File: config.mk
export PLATFORM = sky130hd
export DESIGN_NAME = coh_dir_ctrl
export DESIGN_NICKNAME = d
export VERILOG_FILES = /design/src/rtl/coh_dir_pkg.sv /design/src/rtl/dir_store.sv /design/src/rtl/low_pick.sv /design/src/rtl/ack_tally.sv /design/src/rtl/coh_dir_ctrl.sv
export SDC_FILE = /design/constraint.sdc
export NUM_CORES = 1
export LEC_CHECK = 0
export BUFFER_PORTS_ARGS = -buffer_cell sky130_fd_sc_hd__clkbuf_2
export CAP_MARGIN = 0
export CORE_MARGIN = 8
export CORE_UTILIZATION = 30
export DETAILED_ROUTE_END_ITERATION = 12
export GPL_TIMING_DRIVEN = 0
export HOLD_SLACK_MARGIN = 0.15
export PLACE_DENSITY = 0.52
export SYNTH_ARGS = -nofsm -noshare
export SYNTH_HDL_FRONTEND = slang
export SYNTH_SLANG_ARGS = --single-unit
export TNS_END_PERCENT = 50
File: constraint.sdc
create_clock -name clk -period 3.92 [get_ports clk]
set_clock_uncertainty 0.05 [all_clocks]
set_input_delay 0.392 -clock clk [delete_from_list [all_inputs] [get_ports clk]]
set_output_delay 0.392 -clock clk [all_outputs]
set_load 0.05 [all_outputs]
File: src/rtl/coh_dir_pkg.sv
package coh_dir_pkg;
    typedef enum logic [2:0] {
        ST_IDLE,
        ST_LOOK,
        ST_PROBE,
        ST_WAIT,
        ST_GRANT
    } dir_state_t;

    localparam logic PK_INV   = 1'b0;
    localparam logic PK_FETCH = 1'b1;
endpackage

File: src/rtl/dir_store.sv
module dir_store #(
    parameter int N_CL  = 16,
    parameter int LINES = 16,
    localparam int CID_W  = $clog2(N_CL),
    localparam int LINE_W = $clog2(LINES)
) (
    input  logic              clk,
    input  logic              rst,
    input  logic [LINE_W-1:0] rd_line,
    output logic [N_CL-1:0]   rd_pres,
    output logic              rd_excl,
    output logic [CID_W-1:0]  rd_own,
    input  logic              wr_en,
    input  logic [LINE_W-1:0] wr_line,
    input  logic [N_CL-1:0]   wr_pres,
    input  logic              wr_excl,
    input  logic [CID_W-1:0]  wr_own
);
    logic [N_CL-1:0]  pres_a [LINES];
    logic             excl_a [LINES];
    logic [CID_W-1:0] own_a  [LINES];

    for (genvar g = 0; g < LINES; g++) begin : g_line
        logic [N_CL-1:0]  p_r;
        logic             x_r;
        logic [CID_W-1:0] o_r;

        always_ff @(posedge clk) begin
            if (rst) begin
                p_r <= '0;
                x_r <= 1'b0;
                o_r <= '0;
            end else if (wr_en && wr_line == LINE_W'(g)) begin
                p_r <= wr_pres;
                x_r <= wr_excl;
                o_r <= wr_own;
            end
        end

        assign pres_a[g] = p_r;
        assign excl_a[g] = x_r;
        assign own_a[g]  = o_r;
    end

    assign rd_pres = pres_a[rd_line];
    assign rd_excl = excl_a[rd_line];
    assign rd_own  = own_a[rd_line];

    // an exclusive entry names exactly one holder
    p_excl_single_r4: assert property (@(posedge clk) disable iff (rst)
        (wr_en && wr_excl) |-> ($countones(wr_pres) == 1));
endmodule

File: src/rtl/low_pick.sv
module low_pick #(
    parameter int N_CL = 16,
    localparam int CID_W = $clog2(N_CL)
) (
    input  logic [N_CL-1:0]  vec,
    output logic             any,
    output logic [CID_W-1:0] idx
);
    always_comb begin
        idx = '0;
        for (int i = N_CL - 1; i >= 0; i--) begin
            if (vec[i]) idx = CID_W'(i);
        end
    end
    assign any = |vec;
endmodule

File: src/rtl/ack_tally.sv
module ack_tally #(
    parameter int N_CL = 16,
    localparam int CW = $clog2(N_CL + 1)
) (
    input  logic          clk,
    input  logic          rst,
    input  logic          sent,
    input  logic          ack,
    output logic [CW-1:0] pend,
    output logic          none
);
    logic take;
    assign take = ack && (pend != '0 || sent);

    always_ff @(posedge clk) begin
        if (rst) pend <= '0;
        else     pend <= pend + CW'(sent) - CW'(take);
    end
    assign none = (pend == '0);
endmodule

File: src/rtl/coh_dir_ctrl.sv
module coh_dir_ctrl
    import coh_dir_pkg::*;
#(
    parameter int N_CL  = 16,
    parameter int LINES = 16,
    localparam int CID_W  = $clog2(N_CL),
    localparam int LINE_W = $clog2(LINES),
    localparam int CW     = $clog2(N_CL + 1)
) (
    input  logic              clk,
    input  logic              rst,
    input  logic              req_valid,
    output logic              req_ready,
    input  logic              req_write,
    input  logic [CID_W-1:0]  req_src,
    input  logic [LINE_W-1:0] req_line,
    output logic              prb_valid,
    input  logic              prb_ready,
    output logic              prb_kind,
    output logic [CID_W-1:0]  prb_dst,
    input  logic              ack_valid,
    output logic              rsp_valid,
    input  logic              rsp_ready,
    output logic              rsp_write,
    output logic [CID_W-1:0]  rsp_dst,
    output logic [LINE_W-1:0] rsp_line,
    output logic [N_CL-1:0]   rsp_sharers
);
    localparam logic [N_CL-1:0] ONE = N_CL'(1);

    dir_state_t state_q, state_d;

    logic              t_wr;
    logic [CID_W-1:0]  t_src;
    logic [LINE_W-1:0] t_line;
    logic [N_CL-1:0]   mask_q, mask_d;
    logic              kind_q, kind_d;
    logic [N_CL-1:0]   np_q, np_d;
    logic              nx_q, nx_d;
    logic [CID_W-1:0]  no_q, no_d;

    logic [N_CL-1:0]   rd_pres;
    logic              rd_excl;
    logic [CID_W-1:0]  rd_own;
    logic [N_CL-1:0]   reqbit;
    logic              pick_any;
    logic [CID_W-1:0]  pick_idx;
    logic [N_CL-1:0]   mask_left;
    logic              prb_fire, acc, wr_en;
    logic [CW-1:0]     pend;
    logic              none_pend;

    dir_store #(.N_CL(N_CL), .LINES(LINES)) u_store (
        .clk(clk), .rst(rst),
        .rd_line(t_line), .rd_pres(rd_pres), .rd_excl(rd_excl), .rd_own(rd_own),
        .wr_en(wr_en), .wr_line(t_line), .wr_pres(np_q), .wr_excl(nx_q), .wr_own(no_q)
    );

    low_pick #(.N_CL(N_CL)) u_pick (
        .vec(mask_q), .any(pick_any), .idx(pick_idx)
    );

    ack_tally #(.N_CL(N_CL)) u_tally (
        .clk(clk), .rst(rst), .sent(prb_fire), .ack(ack_valid),
        .pend(pend), .none(none_pend)
    );

    assign reqbit    = ONE << t_src;
    assign mask_left = mask_q & ~(ONE << pick_idx);
    assign acc       = req_valid && req_ready;
    assign prb_fire  = prb_valid && prb_ready;
    assign wr_en     = rsp_valid && rsp_ready;

    // entry decision, evaluated in ST_LOOK
    always_comb begin
        mask_d = '0;
        kind_d = PK_INV;
        np_d   = rd_pres | reqbit;
        nx_d   = 1'b0;
        no_d   = rd_own;
        if (t_wr) begin
            mask_d = rd_pres & ~reqbit;
            np_d   = reqbit;
            nx_d   = 1'b1;
            no_d   = t_src;
        end else if (rd_excl && rd_own != t_src) begin
            mask_d = rd_pres;
            kind_d = PK_FETCH;
        end else if (rd_excl) begin
            np_d = rd_pres;
            nx_d = 1'b1;
        end
    end

    // state register
    always_ff @(posedge clk) begin
        if (rst) state_q <= ST_IDLE;
        else     state_q <= state_d;
    end

    // transaction registers
    always_ff @(posedge clk) begin
        if (rst) begin
            t_wr <= 1'b0; t_src <= '0; t_line <= '0;
            mask_q <= '0; kind_q <= PK_INV;
            np_q <= '0; nx_q <= 1'b0; no_q <= '0;
        end else begin
            if (acc) begin
                t_wr <= req_write; t_src <= req_src; t_line <= req_line;
            end
            if (state_q == ST_LOOK) begin
                mask_q <= mask_d; kind_q <= kind_d;
                np_q <= np_d; nx_q <= nx_d; no_q <= no_d;
            end else if (prb_fire) begin
                mask_q <= mask_left;
            end
        end
    end

    // next state and outputs
    always_comb begin
        state_d     = state_q;
        req_ready   = 1'b0;
        prb_valid   = 1'b0;
        rsp_valid   = 1'b0;
        prb_kind    = kind_q;
        prb_dst     = pick_idx;
        rsp_write   = t_wr;
        rsp_dst     = t_src;
        rsp_line    = t_line;
        rsp_sharers = np_q;
        unique case (state_q)
            ST_IDLE: begin
                req_ready = 1'b1;
                if (req_valid) state_d = ST_LOOK;
            end
            ST_LOOK: begin
                state_d = (mask_d != '0) ? ST_PROBE : ST_GRANT;
            end
            ST_PROBE: begin
                prb_valid = pick_any;
                if (prb_ready && mask_left == '0) state_d = ST_WAIT;
            end
            ST_WAIT: begin
                if (none_pend) state_d = ST_GRANT;
            end
            ST_GRANT: begin
                rsp_valid = 1'b1;
                if (rsp_ready) state_d = ST_IDLE;
            end
            default: state_d = ST_IDLE;
        endcase
    end

    // no acceptance while a probe or grant is pending
    p_ready_quiet_r7: assert property (@(posedge clk) disable iff (rst)
        req_ready |-> (!prb_valid && !rsp_valid));

    // a stalled probe keeps its target and kind
    p_prb_hold_r3: assert property (@(posedge clk) disable iff (rst)
        (prb_valid && !prb_ready) |=> (prb_valid && $stable(prb_dst) && $stable(prb_kind)));

    // a stalled grant keeps its contents
    p_rsp_hold_r8: assert property (@(posedge clk) disable iff (rst)
        (rsp_valid && !rsp_ready) |=> (rsp_valid && $stable(rsp_sharers) && $stable(rsp_dst)));

    // no grant while acknowledgements are outstanding
    p_grant_after_acks_r4: assert property (@(posedge clk) disable iff (rst)
        rsp_valid |-> (pend == '0));
endmodule

* Word level (Yosys, flattened, before mapping)
Index checks and enable logic that the tools add are counted.
Cells by class: add/subtract/negate cells 2, $lt $le $gt $ge 1, eq/ne operators 24, shift-type cells 2, mux-type cells 47, bitwise gates (word level) 6, reduce and logical (&&, ||, !) cells 32
Operators with widths (count):
- $mux W16 | 9
- $mux W4 | 19
- $bmux W16 S4 | 1
- $and A16 B16 Y16 | 2
- $eq A4 B4 Y1 const B | 8
- $not A16 Y16 | 2
- $shl A1 B4 Y16 const A | 2
- $logic_and A1 B1 Y1 | 22
- $bmux W4 S4 | 1
- $eq A4 B3 Y1 const B | 4
- $logic_not A16 Y1 | 1
- $or A16 B16 Y16 | 1
- $reduce_bool A16 Y1 | 1
- $reduce_or A16 Y1 | 1
- $mux W3 | 5
- $pmux W3 S5 | 1
- $mux W1 | 10
- $eq A4 B2 Y1 const B | 2
- $ne A2 B2 Y1 const B | 4
- $eq A3 B2 Y1 const B | 2
- $add A5 B1 Y5 | 1
- $ge A5 B5 Y1 const B | 1
- $logic_not A5 Y1 | 1
- $not A4 Y5 | 1
- 12 further kinds | 12
Word-level totals: register bits 391, bits of input ports 15, output and inout bits 33, word-level logic and storage cells 172

* Longest topological paths before layout
Gate-level depths: netlist of run 1.
depth after elaboration 23, depth in mapped cells 16, mapped depth without buffers 15

* By module
From an unflattened synthesis of run 1, not the netlist that was laid out.
Unflattened totals: cells, all modules 2197, area total of the unflattened synthesis 18610.3 um^2
Modules (own cells, without submodules):
- dir_store | instances 1, cells an instance 1760, area each 15267.1 um^2, sequential area each 6726.5 um^2
- coh_dir_ctrl | instances 1, cells an instance 364, area each 2819.0 um^2, sequential area each 1001.0 um^2
- ack_tally | instances 1, cells an instance 39, area each 347.8 um^2, sequential area each 100.1 um^2
- low_pick | instances 1, cells an instance 34, area each 176.4 um^2, sequential area each 0.0 um^2

* Worst setup path after synthesis of run 1
No wires, ideal clock.
path kind register to register, start register mask_q[2], end register u_tally.pend[4], library setup time 70 ps, arrival time 3416 ps, required time 3800 ps, setup slack 383 ps, cell stages (with the launch flop) 17, buffers on the path 1, period minus slack after synthesis 3537 ps, path through dfxtp_1 -> clkbuf_1 -> or4_1 -> nor2_1 -> a31oi_1 -> nand2_1 -> a21boi_0 -> ha_1 -> inv_1 -> ha_1 -> inv_1 -> fa_1 -> inv_1 -> a21oi_1 -> nor2_1 -> or3_1 -> a21oi_1
Between the ends: longest elaborated chain between the ends 6, elaborated cells on any way between the ends 7, classes of those cells 2 x add/sub; 1 x mux; 4 x reduce/logical
Ends and longest elaborated chain:
- from (decl) | line coh_dir_ctrl.sv:36 | logic [N_CL-1:0] mask_q, mask_d;
- from (signal assigned) | line coh_dir_ctrl.sv:112 | mask_q <= mask_d; kind_q <= kind_d;
- from (signal assigned) | line coh_dir_ctrl.sv:115 | mask_q <= mask_left;
- $reduce_or A16 Y1 (*) | line low_pick.sv:15 | assign any = |vec;
- $mux W1 (*) | line coh_dir_ctrl.sv:132 | unique case (state_q)
- named net prb_valid | line coh_dir_ctrl.sv:17 | output logic prb_valid,
- $logic_and A1 B1 Y1 (*) | line coh_dir_ctrl.sv:71 | assign prb_fire = prb_valid && prb_ready;
- branches (longest 2 deep; another with $add A5 B1 Y5)
- $sub A5 B1 Y5 (*) | line ack_tally.sv:17 | else pend <= pend + CW'(sent) - CW'(take);
- to (signal assigned) | line ack_tally.sv:17
- to (decl) | line ack_tally.sv:9 | output logic [CW-1:0] pend,
Mark *: on every way through the listed nets, which the timed path passes. A chain may end at the register's enable or synchronous reset.

* Worst setup path in the final report of run 1
start register t_line[3] (netlist: rsp_line[3]), end register state_q[2]
Between the ends: longest elaborated chain between the ends 11, elaborated cells on any way between the ends 18, classes of those cells 1 x eq/ne; 13 x mux; 2 x bitwise; 2 x reduce/logical
Ends and longest elaborated chain:
- from (decl) | line coh_dir_ctrl.sv:35 | logic [LINE_W-1:0] t_line;
- from (signal assigned) | line coh_dir_ctrl.sv:109 | t_wr <= req_write; t_src <= req_src; t_line <= req_line;
- $not A4 Y5 (not written as such) (*) | line dir_store.sv:45, dir_store.sv:46, dir_store.sv:47
- $bmux W4 S4 | line dir_store.sv:47 | assign rd_own = own_a[rd_line];
- $mux W4 (not written as such) (2 in a row) | line dir_store.sv:47
- $ne A4 B4 Y1 | line coh_dir_ctrl.sv:86 | end else if (rd_excl && rd_own != t_src) begin
- $logic_and A1 B1 Y1 | line coh_dir_ctrl.sv:86
- $mux W16 | line coh_dir_ctrl.sv:86
- $mux W16 (*) | line coh_dir_ctrl.sv:81 | if (t_wr) begin
- $reduce_bool A16 Y1 (*) | line coh_dir_ctrl.sv:138 | state_d = (mask_d != '0) ? ST_PROBE : ST_GRANT;
- $mux W3 (*) | line coh_dir_ctrl.sv:138
- $pmux W3 S5 (*) | line coh_dir_ctrl.sv:132
- to (signal assigned) | line coh_dir_ctrl.sv:98 | else state_q <= state_d;
- to (decl) | line coh_dir_ctrl.sv:31 | dir_state_t state_q, state_d;
Mark *: on every way between the ends. The rest lies on a longest branch, timed or not. The select of a mux whose other input is x is not followed.

==> impl_metrics.toml, run 1 <==
[global_routing]
grt_max_degree = 13
grt_pass1_wl_um = 110000
grtUsageMet2_pct = 35.4
grt_use_met3_pct = 3.49
grt.total_usage_pct = 22.2
grt_pass1_vias = 16200
grt.busiest_layer = "met2"
grt_overflow = 0
antenna_found_initial = 0
grt_use_met1_pct = 29.4

[yosys]
yosysSeqAreaShare_pct = 44.1
syn-num-nets = 2210
synthCells = 2188
synth_cell_types = 74
synth_edf_count = 0
yosysWarnings = 0
synthArstFlopShare_pct = 0
syn-cell-area_um2 = 17700
ys.flop_type = "dfxtp_1"
avgSynthCellArea_um2 = 8.11
synth-seq-cells = 391

[final_layout]
finalNonFillerCells = 3092
area_growth_pct = 15.6
final_common_cell = "nand2_1"
layout_common_cells = "746 x nand2_1, 389 x dfxtp_1, 382 x a21oi_1"
diodes = 0
nets = 2312
final_core_utilization_pct = 34.9
drive_gt1_share_pct = 10.7

[drt]
route.detailed.drc = 0
wirelength_um = 76900
firstDrtPassIters = 6
drt_iter0_drc = 1983
ant_nets = 0
vias = 17100
routedWlPerCell_um = 24.9
viasPerCell = 5.53

[place]
gp_congestion = 0.958
portBuffers = 46
placed_cells = 3007
dp_hpwl_um = 54700

[power]
p_leak_nw = 6.57
power.share.clock_pct = 41.1
combPwrFrac_pct = 17.4
p_switching_mw = 3.04
intPower_mw = 6.90
seq_power_share_pct = 41.4
vdd_drop_max_uv = 309
finalPower_mw = 9.94
powerDensity_nw_per_um2 = 485
sw_frac_of_total_pct = 30.6

[die]
io_pins = 48
die_height_um = 259
start_util_pct = 30.2
dieArea_um2 = 67200
die_x_um = 259
rows = 89
coreArea_um2 = 58800

[clock_network]
clk_pin_slew_ns = 0.05
cts_tree = "yes"
cts.path.max_buffers = 3
clock-root-buffer = "clkbuf_16"
cts_buffers = 44
htreeDepth = 2
cts.sinks = 391
clk_latency_ns = 0.59

[timing]
hold_violations = 0
fmax_ghz = 0.260
setup_viol = 0
period_needed_ns = 3.85
slew_viol_final = 0
period_share_pct = 98.1
timing.slew.headroom_pct = 25.5
rsz0062_at_grt = "false"
worstMarginPinSlew_ns = 1.10

[critical_path]
critical_path.endpoint_type = "flip-flop"
crit_arrival_ns = 4.28
critical_path_class = "reg -> reg"
crit_fanout = 10
start_kind = "flip-flop"
cp.required_ns = 4.35

[run]
maxCapViolations = 0

[worst_hold_path]
hold_class = "in -> reg"

[outcome]
status = "finished, final reports clean"
metal layers:
metal / vias to the layer above / wire (um)
met5: - / 0
met4: 0 / 3470
met3: 179 / 6520
met2: 880 / 34800
met1: 8382 / 32100
li1: 7644 / -
critical path, cell delays in order, from the launching register on:
cell and delay, ns:
dfxtp_1 0.49, buf_2 0.44, buf_2 0.44, mux4_2 0.36, a221oi_1 0.73, a21oi_1 0.18
a211o_1 0.36, nor4_4 0.28, nor3b_1 0.10, o41ai_2 0.30
flip-flops by register name, indices dropped and copies added, names as in the netlist:
signal / cells
mask_q: 16
u_store.g_line.p_r: 256
rsp_write: 1
u_store.g_line.x_r: 16
rsp_line: 4
prb_kind: 1
state_q: 3
u_store.g_line.o_r: 64
rsp_sharers: 16
nx_q: 1
u_tally.pend: 5
rsp_dst: 4
no_q: 4
area by class of cell:
cell class	count	area, um2
clock buffers	64	1290
clock inverters	11	113
well taps	773	967
fillers	6114	38300
plain buffers	200	850
repair buffers	57	338
inverters	25	96.3
flip-flops and latches	391	7830
multi-input cells	1571	9030
power groups by stage:
stage / clock network (mW) / logic [mW] / registers [mW]
6_report: 4.09 / 1.73 / 4.12
5_1_grt: 4.29 / 1.82 / 4.13
4_1_cts: 4.14 / 1.71 / 4.12
3_5_place_dp: 0 / 1.68 / 4.21
3_3_place_gp: 0 / 1.68 / 4.20
2_1_floorplan: 0 / 0.927 / 4.33
what timing repair did:
item	in CTS	in global routing
gates cloned	0	0
setup buffers	1	0
hold endpoints to repair	10	0
hold buffers	10	0
gates resized for setup	11	5
setup endpoints to repair	29	16
pin swaps	1	0
through the flow:
stage	TNS [ns]	instance area, um2	setup slack, ns	hold slack, ns
floorplan	0	17700	0.383	0.382
global placement	-7.01	18900	-0.440	0.388
detailed placement	-7.14	18900	-0.455	0.395
CTS	0	20500	0.0632	0.345
global route	0	20500	0.0169	0.381
finish	0	20500	0.0739	0.368
worst paths after layout:
check | from | to | slack [ns] | cells past startpoint
max | rsp_line[3] | state_q[2] | 0.07 | 9
min | prb_ready | mask_q[2] | 0.37 | 4
max reg2reg | rsp_line[3] | state_q[2] | 0.07 | 9
min reg2reg | u_store.g_line[1].o_r[1] | u_store.g_line[1].o_r[1] | 0.40 | 2
cell usage after synthesis, drive strengths merged (5+ instances only):
cell    instances  area [um2]
xor2            5        43.8
nor3           28         140
dfxtp         391        7830
clkbuf        173         649
a211oi         15         113
a22o           11        96.3
xnor2           5        43.8
and2            5        31.3
a21o            5        37.5
a221oi          5        56.3
ha              6        75.1
nor4            7        65.1
a21oi         382        1910
a22oi           6        45.0
nand2         746        2800
mux2i          22         220
o21ai          20         100
buf            28         195
nor2           83         314
inv            23        88.8
nand2b          9        56.3
a31oi          17         106
mux4           83        1880
nand3          27         135
mux2            7        78.8
o311ai          7        61.3
nor2b          11        68.8
cells by family after synthesis:
| family | after synthesis | synth area share, % |
|---|---|---|
| simple gates | 943 | 21.5 |
| fa+ha+maj | 7 | 0.536 |
| compound gates | 499 | 15.8 |
| mux | 112 | 12.3 |
| xor+xnor | 10 | 0.493 |
| flops | 391 | 44.1 |
| buf+inv | 226 | 5.30 |
(Power assumes the default switching activity.)
==> run 2: changes to the inputs <==
- CELL_PAD_IN_SITES_DETAIL_PLACEMENT: default -> 1
- CELL_PAD_IN_SITES_GLOBAL_PLACEMENT: default -> 1
- PLACE_DENSITY: 0.52 -> 0.63
==> impl_metrics.toml, run 2 (synthesized netlist as in run 1, its figures left out) <==
[timing]
slew_viol_final = 0
layout_setup_ws_ns = 0.0889
whs_ns = 0.344
setup_viol = 0
period_needed_ns = 3.83
fmax_ghz = 0.261
rsz0062_at_grt = "false"
timing.slew.headroom_pct = 17.1
tns_ns = 0
hold_violations = 0
period_share_pct = 97.7
worstMarginPinSlew_ns = 1.24

[global_routing]
grt_use_met3_pct = 4.44
grtUsageMet2_pct = 39.6
grt_overflow = 0
grt.total_usage_pct = 24.2
grt_max_degree = 13
grt_pass1_wl_um = 120000
antenna_found_initial = 2
grt_use_met1_pct = 31.5
grt_pass1_vias = 17400
grt.busiest_layer = "met2"

[place]
portBuffers = 46
gp_congestion = 0.933
place_area_um2 = 18900
placed_cells = 3007
dp_hpwl_um = 60000
dpl_worst_slack_ns = -0.693

[clock_network]
cts.path.max_buffers = 3
clock-root-buffer = "clkbuf_16"
cts.sinks = 391
htreeDepth = 2
cts_buffers = 47
cts_tree = "yes"
clk_pin_slew_ns = 0.06
clk_latency_ns = 0.59

[drt]
viasPerCell = 5.55
ant_nets = 0
route.detailed.drc = 0
vias = 17200
wirelength_um = 83700
drt_iter0_drc = 1448
firstDrtPassIters = 5
routedWlPerCell_um = 27.0

[final_layout]
final_common_cell = "nand2_1"
layout_common_cells = "746 x nand2_1, 389 x dfxtp_1, 382 x a21oi_1"
regMostFlops = "u_store.g_line.p_r"
final_core_utilization_pct = 35.3
finalNonFillerCells = 3104
area_growth_pct = 17.1
diodes = 0
final.fill_count = 7056
reg_top3 = "u_store.g_line.p_r (256), u_store.g_line.o_r (64)"
drive_gt1_share_pct = 11.5
nets = 2318
design_area_um2 = 20800
largest_reg_flops = 256

[die]
rows = 89
coreArea_um2 = 58800
dieArea_um2 = 67200
io_pins = 48
die_x_um = 259
start_util_pct = 30.2
die_height_um = 259

[power]
finalPower_mw = 10.5
powerDensity_nw_per_um2 = 504
p_leak_nw = 6.68
vdd_drop_max_uv = 251

[worst_hold_path]
hold_class = "in -> reg"

[critical_path]
critical_path_class = "reg -> reg"
crit_arrival_ns = 4.28
critical_path.endpoint_type = "flip-flop"
cp.required_ns = 4.37
crit_fanout = 10
start_kind = "flip-flop"

[run]
maxCapViolations = 0

[outcome]
status = "finished, final reports clean"
-- run 2: cell types whose count changed in the layout (fill, tap and decap cells not counted), sizes merged --
cell / change
clkdlybuf4s15: +1
buf: +2
clkinvlp: +1
clkbuf: +7
clkinv: +1
inv: -2
bufinv: +2
-- run 2: worst paths after layout --
kind / slack, ns / cells past startpoint / startpoint / end
setup / recovery: 0.09 / 11 / rsp_line[2] / state_q[2]
hold / removal: 0.34 / 4 / prb_ready / mask_q[2]
setup reg to reg: 0.09 / 11 / rsp_line[2] / state_q[2]
hold reg to reg: 0.40 / 2 / u_store.g_line[4].o_r[1] / u_store.g_line[4].o_r[1]
-- run 2: power by group --
group	internal (mW)	total [mW]	switching, mW	leakage (nW)
sequential	4.06	4.13	0.0679	3.15
clock	2.75	4.56	1.81	0.784
combinational	0.460	1.78	1.32	2.74
total	7.27	10.5	3.21	6.68
-- run 2: layout make-up --
class                           count  area, um2  share of cell area (%)
Sequential cell                   391       7830                    37.7
Buffer                            201        866                    4.17
Timing Repair Buffer               59        353                    1.70
Inverter                           25       96.3                   0.464
Multi-Input combinational cell   1571       9080                    43.7
Clock buffer                       71       1420                    6.83
Tap cell                          773        967                    4.65
Clock inverter                     13        171                   0.825
-- run 2: critical path, stage by stage, from the launching register on --
cell	delay, ns
dfxtp_1	0.34
buf_4	0.21
buf_4	0.34
buf_4	0.35
clkbuf_2	0.46
mux4_2	0.48
a22oi_1	0.23
nand2_1	0.19
a211o_1	0.37
nor4_4	0.29
nor3b_1	0.10
o41ai_2	0.31
-- run 2: metal layers --
metal	wire length (um)	part of all wire, %
met5	13	0.016
met4	3620	4.3
met3	5920	7.1
met2	38200	46
met1	35900	43
-- run 2: what timing repair did --
item / 4_1_cts / 5_1_grt
hold endpoints to repair: 10 / 0
pin swaps: 0 / 1
setup buffers: 0 / 3
resized for setup: 16 / 13
hold buffers: 10 / 0
setup endpoints to repair: 34 / 24
